`config.mk`:
```
export PLATFORM = sky130hd
export DESIGN_NAME = bufevt_irq_ctrl
export DESIGN_NICKNAME = d
export VERILOG_FILES = /design/src/rtl/bufevt_pkg.sv /design/src/rtl/bufevt_enable_reg.sv /design/src/rtl/bufevt_early_rx.sv /design/src/rtl/bufevt_coll_cnt.sv /design/src/rtl/bufevt_event_reg.sv /design/src/rtl/bufevt_irq_ctrl.sv
export SDC_FILE = /design/constraint.sdc
export NUM_CORES = 1
export LEC_CHECK = 0
export CAP_MARGIN = 20
export CORE_UTILIZATION = 39
export CTS_BUF_LIST = sky130_fd_sc_hd__clkbuf_8 sky130_fd_sc_hd__clkbuf_16
export CTS_CLUSTER_DIAMETER = 150
export CTS_CLUSTER_SIZE = 40
export DETAILED_ROUTE_END_ITERATION = 12
export MAX_ROUTING_LAYER = met4
export PLACE_DENSITY_LB_ADDON = 0.3
export SLEW_MARGIN = 20
export SYNTH_ARGS = -nofsm -noshare
export SYNTH_HDL_FRONTEND = slang
export SYNTH_SLANG_ARGS = --single-unit
export TNS_END_PERCENT = 5
```
`constraint.sdc`:
```
create_clock -name clk -period 2.66 [get_ports clk]
set_input_delay 0.665 -clock clk [delete_from_list [all_inputs] [get_ports clk]]
set_output_delay 0.665 -clock clk [all_outputs]
set_load 0.01 [all_outputs]
```
`src/rtl/bufevt_pkg.sv`:
```
`timescale 1ns/1ps
package bufevt_pkg;

  localparam int BIT_SW    = 6;
  localparam int BIT_RXDMA = 7;
  localparam int BIT_TXRDY = 8;
  localparam int BIT_UNDER = 9;
  localparam int BIT_MISS  = 10;
  localparam int BIT_EARLY = 11;
  localparam int BIT_COLL  = 12;

  localparam logic [5:0] ENABLE_ID = 6'b001011;

  typedef logic [12:6] evt_t;
  typedef logic [12:7] en_t;

  // mask with the software trigger always enabled
  function automatic evt_t irq_mask(en_t en);
    return {en, 1'b1};
  endfunction

  function automatic logic irq_reduce(evt_t evt, en_t en);
    return |(evt & irq_mask(en));
  endfunction

  function automatic logic [15:0] pack_enable(en_t en);
    logic [15:0] w;
    w        = '0;
    w[5:0]   = ENABLE_ID;
    w[12:7]  = en;
    return w;
  endfunction

  function automatic logic [15:0] pack_event(evt_t evt);
    logic [15:0] w;
    w       = '0;
    w[12:6] = evt;
    return w;
  endfunction

endpackage

```
`src/rtl/bufevt_enable_reg.sv`:
```
`timescale 1ns/1ps
module bufevt_enable_reg
  import bufevt_pkg::*;
#(
  parameter int ADDR_W = 16,
  parameter logic [ADDR_W-1:0] EN_OFS = 16'h010A
) (
  input  logic              clk,
  input  logic              rst_n,
  input  logic [ADDR_W-1:0] addr,
  input  logic [12:6]       wbits,
  input  logic              we,
  input  logic              dma_lock,
  output en_t               en_eff,
  output logic              sw_pulse
);

  en_t  en_q;
  en_t  en_d;
  logic hit;

  assign hit      = we && (addr == EN_OFS);
  assign sw_pulse = hit && wbits[BIT_SW];

  always_comb begin
    en_d = en_q;
    if (hit) en_d = wbits[12:7];
    if (dma_lock) en_d[BIT_EARLY] = 1'b0;
  end

  always_ff @(posedge clk) begin
    if (!rst_n) en_q <= '0;
    else        en_q <= en_d;
  end

  always_comb begin
    en_eff = en_q;
    if (dma_lock) en_eff[BIT_EARLY] = 1'b0;
  end

  // the stored early-receive enable is gone after a locked cycle
  a_r10_lock_clears: assert property (@(posedge clk) disable iff (!rst_n)
    $past(dma_lock) |-> !en_q[BIT_EARLY]);

endmodule

```
`src/rtl/bufevt_early_rx.sv`:
```
`timescale 1ns/1ps
module bufevt_early_rx #(
  parameter int EARLY_BYTES = 128,
  localparam int CNT_W = $clog2(EARLY_BYTES + 1)
) (
  input  logic clk,
  input  logic rst_n,
  input  logic frame_start,
  input  logic byte_stb,
  output logic fire
);

  localparam logic [CNT_W-1:0] LAST = CNT_W'(EARLY_BYTES - 1);
  localparam logic [CNT_W-1:0] FULL = CNT_W'(EARLY_BYTES);

  logic [CNT_W-1:0] cnt;

  assign fire = byte_stb && !frame_start && (cnt == LAST);

  always_ff @(posedge clk) begin
    if (!rst_n)                         cnt <= '0;
    else if (frame_start)               cnt <= '0;
    else if (byte_stb && cnt != FULL)   cnt <= cnt + 1'b1;
  end

  // the event coincides with reaching the threshold
  a_r8_count: assert property (@(posedge clk) disable iff (!rst_n)
    fire |=> (cnt == FULL));
  // once saturated no further event in this frame
  a_r8_once: assert property (@(posedge clk) disable iff (!rst_n)
    (cnt == FULL) |-> !fire);

endmodule

```
`src/rtl/bufevt_coll_cnt.sv`:
```
`timescale 1ns/1ps
module bufevt_coll_cnt #(
  parameter int COLL_W = 10
) (
  input  logic clk,
  input  logic rst_n,
  input  logic tx_active,
  input  logic tx_coll,
  output logic ovf
);

  localparam logic [COLL_W-1:0] CROSS = COLL_W'((1 << (COLL_W - 1)) - 1);

  logic [COLL_W-1:0] cnt;
  logic              inc;

  assign inc = tx_coll && tx_active;
  assign ovf = inc && (cnt == CROSS);

  always_ff @(posedge clk) begin
    if (!rst_n)   cnt <= '0;
    else if (inc) cnt <= cnt + 1'b1;
  end

  // the overflow event lands the counter on the half-range value
  a_r9_cross: assert property (@(posedge clk) disable iff (!rst_n)
    ovf |=> (cnt == CROSS + 1'b1));
  // no counting while idle
  a_r9_idle: assert property (@(posedge clk) disable iff (!rst_n)
    !tx_active |=> $stable(cnt));

endmodule

```
`src/rtl/bufevt_event_reg.sv`:
```
`timescale 1ns/1ps
module bufevt_event_reg
  import bufevt_pkg::*;
(
  input  logic clk,
  input  logic rst_n,
  input  evt_t set_vec,
  input  logic clr,
  output evt_t evt_q
);

  always_ff @(posedge clk) begin
    if (!rst_n) evt_q <= '0;
    else        evt_q <= (clr ? '0 : evt_q) | set_vec;
  end

  // without a clearing read no bit is lost
  a_r5_sticky: assert property (@(posedge clk) disable iff (!rst_n)
    !clr |=> ((evt_q & $past(evt_q)) == $past(evt_q)));
  // an event in the clearing cycle survives
  a_r5_same_cycle: assert property (@(posedge clk) disable iff (!rst_n)
    (clr && set_vec[BIT_MISS]) |=> evt_q[BIT_MISS]);

endmodule

```
`src/rtl/bufevt_irq_ctrl.sv`:
```
`timescale 1ns/1ps
module bufevt_irq_ctrl
  import bufevt_pkg::*;
#(
  parameter int ADDR_W      = 16,
  parameter int EARLY_BYTES = 128,
  parameter int COLL_W      = 10,
  parameter logic [ADDR_W-1:0] EN_OFS = 16'h010A,
  parameter logic [ADDR_W-1:0] EV_OFS = 16'h010C
) (
  input  logic              clk,
  input  logic              rst_n,
  input  logic [ADDR_W-1:0] reg_addr,
  input  logic [15:0]       reg_wdata,
  input  logic              reg_we,
  input  logic              reg_re,
  output logic [15:0]       reg_rdata,
  input  logic              cfg_auto_rx_dma,
  input  logic              cfg_rx_dma_only,
  input  logic              ev_rx_dma_done,
  input  logic              ev_tx_ready,
  input  logic              ev_tx_underrun,
  input  logic              ev_rx_miss,
  input  logic              rx_frame_start,
  input  logic              rx_byte_stb,
  input  logic              tx_active,
  input  logic              tx_coll,
  output logic              irq,
  output logic              tx_abort
);

  en_t  en_eff;
  evt_t evt_q;
  evt_t set_vec;
  logic sw_pulse;
  logic early_fire;
  logic coll_ovf;
  logic dma_lock;
  logic evt_clr;
  logic unused_wbits;

  assign dma_lock     = cfg_auto_rx_dma || cfg_rx_dma_only;
  assign evt_clr      = reg_re && (reg_addr == EV_OFS);
  assign unused_wbits = ^{reg_wdata[15:13], reg_wdata[5:0]};

  bufevt_enable_reg #(.ADDR_W(ADDR_W), .EN_OFS(EN_OFS)) u_en (
    .clk      (clk),
    .rst_n    (rst_n),
    .addr     (reg_addr),
    .wbits    (reg_wdata[12:6]),
    .we       (reg_we),
    .dma_lock (dma_lock),
    .en_eff   (en_eff),
    .sw_pulse (sw_pulse)
  );

  bufevt_early_rx #(.EARLY_BYTES(EARLY_BYTES)) u_early (
    .clk         (clk),
    .rst_n       (rst_n),
    .frame_start (rx_frame_start),
    .byte_stb    (rx_byte_stb),
    .fire        (early_fire)
  );

  bufevt_coll_cnt #(.COLL_W(COLL_W)) u_coll (
    .clk       (clk),
    .rst_n     (rst_n),
    .tx_active (tx_active),
    .tx_coll   (tx_coll),
    .ovf       (coll_ovf)
  );

  always_comb begin
    set_vec            = '0;
    set_vec[BIT_SW]    = sw_pulse;
    set_vec[BIT_RXDMA] = ev_rx_dma_done;
    set_vec[BIT_TXRDY] = ev_tx_ready;
    set_vec[BIT_UNDER] = ev_tx_underrun;
    set_vec[BIT_MISS]  = ev_rx_miss;
    set_vec[BIT_EARLY] = early_fire;
    set_vec[BIT_COLL]  = coll_ovf;
  end

  bufevt_event_reg u_evt (
    .clk     (clk),
    .rst_n   (rst_n),
    .set_vec (set_vec),
    .clr     (evt_clr),
    .evt_q   (evt_q)
  );

  always_comb begin
    if (reg_addr == EN_OFS)      reg_rdata = pack_enable(en_eff);
    else if (reg_addr == EV_OFS) reg_rdata = pack_event(evt_q);
    else                         reg_rdata = '0;
  end

  always_ff @(posedge clk) begin
    if (!rst_n) begin
      irq      <= 1'b0;
      tx_abort <= 1'b0;
    end else begin
      irq      <= irq_reduce(evt_q, en_eff);
      tx_abort <= ev_tx_underrun;
    end
  end

  // the identification bits are always present
  a_r1_id: assert property (@(posedge clk) disable iff (!rst_n)
    (reg_addr == EN_OFS) |-> (reg_rdata[5:0] == ENABLE_ID));
  // a trigger write always latches the software event
  a_r3_sw_latch: assert property (@(posedge clk) disable iff (!rst_n)
    sw_pulse |=> evt_q[BIT_SW]);
  // nothing pending means no interrupt next cycle
  a_r6_quiet: assert property (@(posedge clk) disable iff (!rst_n)
    (evt_q == '0) |=> !irq);
  // underrun gives the abort pulse
  a_r7_abort: assert property (@(posedge clk) disable iff (!rst_n)
    ev_tx_underrun |=> tx_abort);
  // the abort pulse lasts one cycle without a new underrun
  a_r7_single: assert property (@(posedge clk) disable iff (!rst_n)
    !ev_tx_underrun |=> !tx_abort);

endmodule

```
==> metrics <==
final max-slew violation count=0; crit-path cells=clkbuf_2 > or4b_4 > nor4_4 > buf_2 > buf_6 > buf_6 > a22o_4 > buf_6; Top Ports=between 60 and 70; Placed Instance Area=2160 µm²; Clock Latency Late Sink=around 290 ps; PD cells=about 460 nW/µm²; drt total wl=3.89 mm; part of the power in registers=47.0%; Clock Root Buffer=clkbuf_8; number of max-cap violations=0; Antenna Cells=0; Synth warnings=0; Tmin final=around 2900 ps; CORE AREA=roughly 4000 µm²; Critical Path Most Common Cell=buf_6; Starting Density=between 40 and 50%; row count=23; Buf/Inv on CP=5; Crit path largest cell delay=between 500 and 600 ps; DRC viols=0; Tcrit/Tclk final=107%; total global-route track usage=between 10% and 20%; critical path arrival=approximately 2200 ps; count of final setup violators=10; Commonest cells post-synth=dfxtp_1 (33), nand2_1 (27), nor2_1 (13); worst-path fanout max=2; # port buffers=48; sequential area share after synthesis=40.7%; clock power share=a little over two fifths; violated checks=setup timing; CP top delay family=simple AND/OR/NAND/NOR gates; Switching Fraction=22.8%; first-pass GRT wire length=a little over 6 mm; via count=1506; final setup TNS=-1200 ps; largest net degree at the start of global routing=21; Pint=roughly 0.84 mW; vias in the first global route=~1400; routed wire length per instance=roughly 13 µm; share of cells above drive strength 1=between 20% and 30%; vias per inst=5.02; r2r worst-path depth=4; First DRT Iteration DRCs=55; CP Launch Type=input port; synthesized netlist cell count=roughly 180; Synth top area share=~40%; count leader, synth=dfxtp_1; Clock Pin Slew Worst Setup and Hold Paths=70 ps; detailed placement HPWL=2.57 mm; hold crit path type=reg2reg; deepest clock path buffer count=2; initial antenna violation count=0; Die Wd=~67 µm; routability cong.=between 0.7 and 0.8; grt total ovfl=0; number of fillers in the final layout=about 370; Max Clk Rate=about 350 MHz; Crit path depth=8; outcome=complete, but fails checks; Worst EP required=about 2000 ps; P_leak=1.02 nW; total CTS buffers=5; Slowest cell on crit path=or4b_4; Post-Route Skew=3.66 ps; VDD IR max=approximately 0.00032 V; Layout area overhead=46.7%; Synth area leaders=dfxtp_1 (41%), nand2_1 (6.2%), mux2i_1 (4.3%), xor2_1 (4.3%), buf_4 (3.7%); #FFs+latches synth=33; final instance area=about 2400 µm²; RSZ-0062 raised after global routing=yes; FFs w/ async S/R, synth=0%; Final ANT Viol Nets=0; H-tree levels=2; hold path depth=2; clk sinks=33; Yosys top cell by area=dfxtp_1; Comb pwr share=between 8 and 9%; Fin. Hold Viols=0; final worst setup slack=-193 ps; syn_area_per_cell=roughly 8.8 µm²; die height=66.5 µm; CP Class=in2out; drt pass-1 iters=2; nets@finish=298; Top FF cell, synth=dfxtp_1; Netlist cell types=40; mapped cell area=roughly 1600 µm²; Psw=approximately 0.25 mW; CTS tree=done; Die Area=~4400 µm²; Crit. End Element=output pin; EDFF count, synth=0
[cell families after synthesis]
| kind of cell | synth area share, % |
|---|---|
| and+or+nand+nor | 28.4 |
| DFF | 40.7 |
| AOI/OAI and AO/OA | 12.3 |
| buffers and inverters | 5.86 |
| xor gates and xnor gates | 5.93 |
| muxes | 4.31 |
| adders and majority gates | 2.31 |
| other | 0.231 |
[power groups by stage]
stage / clock [mW] / sequential (mW) / combinational [mW]
floorplan: 0 / 0.521 / 0.0417
global placement: 0 / 0.523 / 0.100
detailed placement: 0 / 0.523 / 0.102
CTS: 0.492 / 0.511 / 0.0965
global route: 0.516 / 0.514 / 0.106
finish: 0.480 / 0.513 / 0.0972
[timing repair]
action                                  4_1_cts  5_1_grt
hold buffers                                  0        0
gates resized for setup                     102        8
buffers inserted                             10        2
gates cloned                                  1        0
endpoints found under the setup margin       10       10
endpoints found under the hold margin         0        0
pin swaps                                     9        6
[registers in the layout, summed over array words and instances, names as in the netlist]
name         cells
u_coll.cnt      10
u_early.cnt      8
u_evt.evt_q      7
u_en.en_q        6
irq              1
tx_abort         1
[path summary, 6_finish.rpt]
kind | endpoint | startpoint | slack (ps)
setup / recovery | reg_rdata[8] | reg_addr[4] | -190
hold reg to reg | u_evt.evt_q[1]$_SDFF_PN0_ | u_evt.evt_q[1]$_SDFF_PN0_ | 490
hold / removal | u_evt.evt_q[1]$_SDFF_PN0_ | u_evt.evt_q[1]$_SDFF_PN0_ | 490
setup reg to reg | u_early.cnt[1]$_SDFFE_PP0P_ | u_early.cnt[2]$_SDFFE_PP0P_ | 1110
[metrics by stage]
| stage | instances | util [%] | setup slack [ps] | hold WS [ps] | power [mW] |
|---|---|---|---|---|---|
| after floorplan | 189 | - | -125 | 445 | 0.563 |
| after CTS | 300 | 59.0 | -224 | 487 | 1.10 |
| after global placement | 281 | 54.1 | -825 | 464 | 0.623 |
| after detailed placement | 281 | 54.1 | -840 | 476 | 0.625 |
| final | 300 | 59.6 | -193 | 487 | 1.09 |
| after global routing | 300 | 59.6 | -265 | 505 | 1.14 |
[routing by layer]
layer	part of all wire [%]	track usage, %	vias up	routed length [µm]
li1	-	-	767	-
met5	0	-	-	0
met2	47	30.1	44	1850
met1	45	21.3	686	1730
met4	1.8	9.04	0	70
met3	6.2	5.65	9	240
[layout make-up]
cell class                      count  area (µm²)  share of cell area [%]
Multi-Input combinational cell    139         930                    39.0
Sequential cell                    33         661                    27.7
Clock inverter                      3        46.3                    1.94
Inverter                            3        11.3                   0.473
Tap cell                           50        62.6                    2.63
Timing Repair Buffer               67         603                    25.3
Clock buffer                        5        68.8                    2.89
[placed cells by master, fill, tap and decap left out, drive strengths merged, types with 3 or more instances in the layout]
cell and count:
nand3 10, xnor2 3, clkdlybuf4s15 5, nor2 13, inv 3, or4 3, a22o 6, buf 39
a21oi 7, nand4 7, nand2 28, clkdlybuf4s50 22, o21ai 10, or4b 4, and2 3, conb 6
xor2 8, dfxtp 33, ha 3, or3 6, mux2i 7, clkbuf 6
[tightest hold or removal path, stage by stage, from the launching register on]
cell and delay (ps):
dfxtp_1 330, nand2_1 50, o21ai_0 60
No activity file was read; power rests on OpenSTA's default activity.
